--- config.mk ---
export PLATFORM = sky130hd
export DESIGN_NAME = scan_sel_top
export DESIGN_NICKNAME = d
export VERILOG_FILES = /design/src/rtl/scan_pkg.sv /design/src/rtl/scan_timer.sv /design/src/rtl/scan_state.sv /design/src/rtl/scan_out_reg.sv /design/src/rtl/scan_sel_top.sv
export SDC_FILE = /design/constraint.sdc
export NUM_CORES = 1
export LEC_CHECK = 0
export ABC_AREA = 1
export BUFFER_PORTS_ARGS = -buffer_cell sky130_fd_sc_hd__buf_2
export CORE_UTILIZATION = 49
export DETAILED_ROUTE_END_ITERATION = 8
export GPL_ROUTABILITY_DRIVEN = 0
export PLACE_DENSITY = 0.84
export SLEW_MARGIN = 0
export SYNTH_ARGS = -nofsm -noshare
export SYNTH_HDL_FRONTEND = slang
export SYNTH_HIERARCHICAL = 1
export SYNTH_SLANG_ARGS = --single-unit
--- constraint.sdc ---
create_clock -name clk -period 1.6 [get_ports clk]
set_input_delay 0.32 -clock clk [delete_from_list [all_inputs] [get_ports clk]]
set_output_delay 0.32 -clock clk [all_outputs]
set_load 0.02 [all_outputs]
--- src/rtl/scan_pkg.sv ---
package scan_pkg;
  typedef enum logic {PH_SHOW = 1'b0, PH_BLANK = 1'b1} phase_t;
endpackage

--- src/rtl/scan_timer.sv ---
module scan_timer
  import scan_pkg::*;
#(
  parameter int LW = 4
) (
  input  logic          clk,
  input  logic          rst,
  input  logic          adv_i,
  input  logic [LW-1:0] len_i,
  output logic          take_o,
  output logic          finish_o,
  output logic          blanking_o,
  output logic          step_o,
  output logic          show_o,
  output logic          clear_o
);
  phase_t        ph_q;
  logic [LW-1:0] cnt_q;
  logic          pend_q;   // window was opened by an advance, not by reset
  logic          direct;

  always_comb begin
    blanking_o = (ph_q == PH_BLANK);
    take_o     = !blanking_o && adv_i;
    finish_o   = blanking_o && (cnt_q == '0);
    direct     = take_o && (len_i == '0);
    step_o     = direct || (finish_o && pend_q);
    show_o     = direct || finish_o;
    clear_o    = take_o && (len_i != '0);
  end

  always_ff @(posedge clk) begin
    if (rst) begin
      ph_q   <= PH_BLANK;
      cnt_q  <= len_i;
      pend_q <= 1'b0;
    end else if (clear_o) begin
      ph_q   <= PH_BLANK;
      cnt_q  <= len_i - 1'b1;
      pend_q <= 1'b1;
    end else if (finish_o) begin
      ph_q   <= PH_SHOW;
      pend_q <= 1'b0;
    end else if (blanking_o) begin
      cnt_q  <= cnt_q - 1'b1;
    end
  end
endmodule

--- src/rtl/scan_state.sv ---
module scan_state #(
  parameter int IW   = 4,
  parameter bit GRAY = 1'b0
) (
  input  logic          clk,
  input  logic          rst,
  input  logic          step_i,
  output logic [IW-1:0] cur_o,
  output logic [IW-1:0] nxt_o,
  output logic [IW-1:0] code_o
);
  function automatic logic [IW-1:0] to_gray(input logic [IW-1:0] b);
    return b ^ (b >> 1);
  endfunction

  function automatic logic [IW-1:0] from_gray(input logic [IW-1:0] g);
    logic [IW-1:0] b;
    b[IW-1] = g[IW-1];
    for (int i = IW - 2; i >= 0; i--) b[i] = b[i+1] ^ g[i];
    return b;
  endfunction

  logic [IW-1:0] code_q;

  assign nxt_o  = cur_o + 1'b1;
  assign code_o = code_q;

  generate
    if (GRAY) begin : g_gray
      assign cur_o = from_gray(code_q);
      always_ff @(posedge clk) begin
        if (rst)         code_q <= '0;
        else if (step_i) code_q <= to_gray(nxt_o);
      end
    end else begin : g_bin
      assign cur_o = code_q;
      always_ff @(posedge clk) begin
        if (rst)         code_q <= '0;
        else if (step_i) code_q <= nxt_o;
      end
    end
  endgenerate
endmodule

--- src/rtl/scan_out_reg.sv ---
module scan_out_reg #(
  parameter int IW = 4,
  parameter int N  = 16
) (
  input  logic          clk,
  input  logic          rst,
  input  logic          load_i,
  input  logic          clear_i,
  input  logic [IW-1:0] idx_i,
  output logic [N-1:0]  sel_o,
  output logic [IW-1:0] idx_o
);
  logic [N-1:0] hit;

  generate
    for (genvar i = 0; i < N; i++) begin : g_dec
      assign hit[i] = (idx_i == IW'(i));
    end
  endgenerate

  always_ff @(posedge clk) begin
    if (rst) begin
      sel_o <= '0;
      idx_o <= '0;
    end else if (load_i) begin
      sel_o <= hit;
      idx_o <= idx_i;
    end else if (clear_i) begin
      sel_o <= '0;
    end
  end
endmodule

--- src/rtl/scan_sel_top.sv ---
module scan_sel_top #(
  parameter int IW       = 4,
  parameter int LW       = 4,
  parameter bit USE_GRAY = 1'b0,
  localparam int N       = 1 << IW
) (
  input  logic          clk,
  input  logic          rst,
  input  logic          adv_i,
  input  logic [LW-1:0] blank_len_i,
  output logic [N-1:0]  sel_o,
  output logic [IW-1:0] idx_o
);
  logic          take_w, finish_w, blanking_w, step_w, show_w, clear_w;
  logic [IW-1:0] cur_w, nxt_w, code_w, tgt_w;

  scan_timer #(.LW(LW)) u_timer (
    .clk(clk), .rst(rst), .adv_i(adv_i), .len_i(blank_len_i),
    .take_o(take_w), .finish_o(finish_w), .blanking_o(blanking_w),
    .step_o(step_w), .show_o(show_w), .clear_o(clear_w)
  );

  scan_state #(.IW(IW), .GRAY(USE_GRAY)) u_state (
    .clk(clk), .rst(rst), .step_i(step_w),
    .cur_o(cur_w), .nxt_o(nxt_w), .code_o(code_w)
  );

  assign tgt_w = step_w ? nxt_w : cur_w;

  scan_out_reg #(.IW(IW), .N(N)) u_out (
    .clk(clk), .rst(rst), .load_i(show_w), .clear_i(clear_w),
    .idx_i(tgt_w), .sel_o(sel_o), .idx_o(idx_o)
  );
endmodule

==> results list <==
- At the pin with the least slew margin, the transition time is approximately 0.34 ns.
- In the routed layout, each cell is associated on average with a via count of 5.33.
- The total overflow left after global routing is 0.
- Slowest-stage cell, CP: edfxtp_1
* TritonCTS clock tree: yes
* Most area-consuming cells after synthesis: dfxtp_1 34%, nand2_1 14%, nor2_1 8.6%, edfxtp_1 7.9%, inv_1 7.4%
- Die Span Y: slightly below 60 um
- Clock skew after layout: a little under 0.007 ns
- The analysis attributes to cell leakage a power of 1.02 nW.
- Maximum number of pins on one net before global-route repair: 26
* Layout overhead on the synthesized area: 39.4%
* Largest area contributor in the synthesized netlist: dfxtp_1
- Drt initial violations: 76
* Vias in the first global route: approximately 1400
- Fill cells in the final layout number 199.
- Count of pins on the block boundary: 27
- Endpoint arrival time on the critical path: approximately 2 ns
- For this run, design rule violations remaining after detail routing come to 0.
* Diode count: 0
* Critical path type: flop to flop
* WL met1: 1860 um
* Net total in the final layout: roughly 280
- Vias post-DR: 1584
- Clock root cell: clkbuf_4
- Once the floorplan was initialized, standard cells occupied between 50% and 60% of the core.
- Placement row count: 19
- Post-synthesis net count: 230
- The number of antenna violations at the first check in global routing came to 0.
- Yosys printed 6 warnings.
- After synthesis, the netlist uses 22 different library cells.
* Post-CTS Hold Fix Bufs: 0
- Uppermost signal routing layer after detailed routing: met4
* Unrepaired setup endpoints after global routing: yes
* Post-detailed-placement half-perimeter wirelength: ~2300 um
* Average detailed-routed wire length per instance: 14.4 um
* Mean post-synth cell area: ~6.9 um2
- Of all nets on the critical path, the largest fanout is 7.
- DRT Pass-1 Iters: 6
- The worst setup path is launched from a flop.
- For the worst setup path, the data required time is 1.85 ns.
- The clock tree synthesis step divided the H-tree into 2 levels.
- Netlist area before placement: about 0.0015 mm2
* Type of destination of the critical path: flop
- CP cell instances: inv_2 -> nand2_1 -> nor2_2 -> nand3_2 -> inv_2 -> nand2_4 -> nand2_8 -> inv_8 -> nand2_8 -> nand2_8 -> nor2_4 -> nand3_1 -> a21oi_1
- The clock drives 30 sinks.
* Layout cells sized above 1: approximately 40%
* Fin crit period: 1.76 ns
* Hold path startpoint: rst
- Routed wire length on met3: roughly 240 um
- Buffers added on ports: 26
- Number of buffers on the longest clock path: 2
- Gate count of the mapped netlist: 221
- Clock Pin Slew Worst Setup and Hold Paths: 0.09 ns
- In this run the critical register-to-register path is launched from u_timer/cnt_q[2]$_DFFE_PP_.
- Number of nets with antenna violations after detailed routing: 0
- Number of failing hold endpoints at the final stage: 0
- Register area share after synthesis: between 40% and 50%
- The design draws 2.27 mW.
- OpenSTA, run right after detailed placement, puts the worst setup slack at -0.142 ns.
* Commonest non-fill, non-tap cell in the layout: nand2_1
* Share of the synthesized area in the top cell type: around a third
- The tightest min-delay check is of the input port to flop type.
- The most critical setup path has its startpoint at u_timer/cnt_q[2]$_DFFE_PP_.
* Finish-stage setup viols: 17
* Full die area: 0.00334 mm2
* Longest individual stage delay on the worst path: approximately 0.39 ns
* Yosys reg bits: 30
- VDD sags by at most 705 uV.
* Worst-Skew Late Latency: between 0.3 and 0.4 ns
* Achievable Freq: ~570 MHz
- The run finished, with violations left.
- In the final layout, the multi-input gates occupy 987 um2.
- Global-route wire length before repair: around 6000 um
* Pins Over Slew Limit: 0
- In the layout the commonest cells are 38 x nand2_1, 27 x nor2_1, 26 x buf_2, 26 x dfxtp_1, 24 x inv_1.
- In this run, CTS created clock tree buffers numbering 5.
- Across the run, the number of max-cap violations was 0.
- The total area inside the core boundary comes to around 0.0029 mm2.
- Power density relative to cell area: roughly 1100 mW/mm2
* Routed met2 length: 2100 um
- After detailed routing, the total wire length is 4270 um.
- Smallest setup slack after layout: -0.162 ns
- In this design, the critical path's most frequently occurring cell is nand2_8.
- Measured along the x axis, the die boundary spans 57.8 um.
- In the finished design, the share of the clock period the worst path needs comes to 110%.
- Max-slew headroom at the worst pin: ~77%
- FF+latch area: between 600 and 700 um2
- Failing checks: setup timing
- Global routing consumed, over all layers together, between 20 and 25% of the routing resources.
## metrics by stage
stage / area, um2 / hold slack (ns) / setup TNS [ns] / instances / util, %
final: 2130 / 0.323 / -1.23 / 297 / 74.5
after global routing: 2130 / 0.342 / -3.16 / 297 / 74.5
after CTS: 1940 / 0.308 / -0.483 / 295 / 67.9
after detailed placement: 1770 / 0.456 / -1.45 / 287 / 62.0
after global placement: 1770 / 0.452 / -0.123 / 287 / 62.0
after floorplan: 1530 / 0.389 / 0 / 221 / -
## synthesized netlist by cell type
master and n:
nor2_4 3, inv_2 3, nor2_1 35, o22ai_1 1, edfxtp_1 4, nand2_2 3, inv_1 30, clkbuf_2 1
o21ai_1 1, nand3_2 1, ha_1 2, a21oi_1 16, nand3_1 19, buf_4 5, nand4_1 2, nand2_1 56
buf_2 1, o21ai_0 6, dfxtp_1 26, nor2_2 2, xor2_1 1, nand2_4 3
## kinds of logic (layout without fill, tap and decap cells)
logic type | count (synthesis) | in the layout | share of synthesized area, %
flops | 30 | 30 | 42.0
simple gates | 124 | 124 | 36.6
compound gates | 24 | 24 | 7.96
fa+ha+maj | 2 | 2 | 1.64
xor+xnor | 1 | 1 | 0.574
buf+inv | 40 | 85 | 11.2
## layout make-up
class	count	area share (%)
sequential	30	30.1
clock buffer	7	2.12
multi-input combinational	151	46.4
inverter	33	6.65
timing repair buffer	45	12.8
tap	31	1.82
## state kept, by name, indices dropped and copies added (netlist names)
register and cells:
u_out/sel_o 16, u_out/idx_o 4, u_state/code_o 4, u_timer/cnt_q 4, u_timer/blanking_o 1, u_timer/pend_q 1
## worst paths after layout
check | endpoint | slack, ns | cells past startpoint
worst max-delay path | u_out/sel_o[12]$_SDFFE_PP0P_ | -0.16 | 13
worst min-delay path | u_timer/blanking_o$_SDFFE_PP1P_ | 0.32 | 3
worst max register to register | u_out/sel_o[12]$_SDFFE_PP0P_ | -0.16 | 13
worst min register to register | u_out/sel_o[5]$_SDFFE_PP0P_ | 0.47 | 2
## timing repair
| action | 4_1_cts | 5_1_grt |
|---|---|---|
| endpoints found under the hold margin | 0 | 0 |
| pin swaps | 14 | 17 |
| setup buffers | 1 | 2 |
| setup endpoints to repair | 18 | 22 |
| gates resized for setup | 35 | 40 |
## layer usage
| metal | GRT usage (%) | up-vias |
|---|---|---|
| li1 | - | 776 |
| met1 | 27.5 | 750 |
| met2 | 40.7 | 52 |
| met3 | 7.59 | 6 |
| met4 | 11.6 | 0 |
| met5 | 0 | - |
## power breakdown
part           internal, mW  switching (mW)
clock network         0.165           0.243
registers             0.881          0.0588
logic                 0.342           0.583
total                  1.39           0.884
## critical path: cells and delay by family (launching register included)
| family | cells | cell delay, ns |
|---|---|---|
| and+or+nand+nor | 9 | 0.89 |
| DFF | 1 | 0.39 |
| buffers and inverters | 3 | 0.22 |
| AOI/OAI and AO/OA | 1 | 0.17 |
Note: power is estimated with default switching activity, not from simulation.
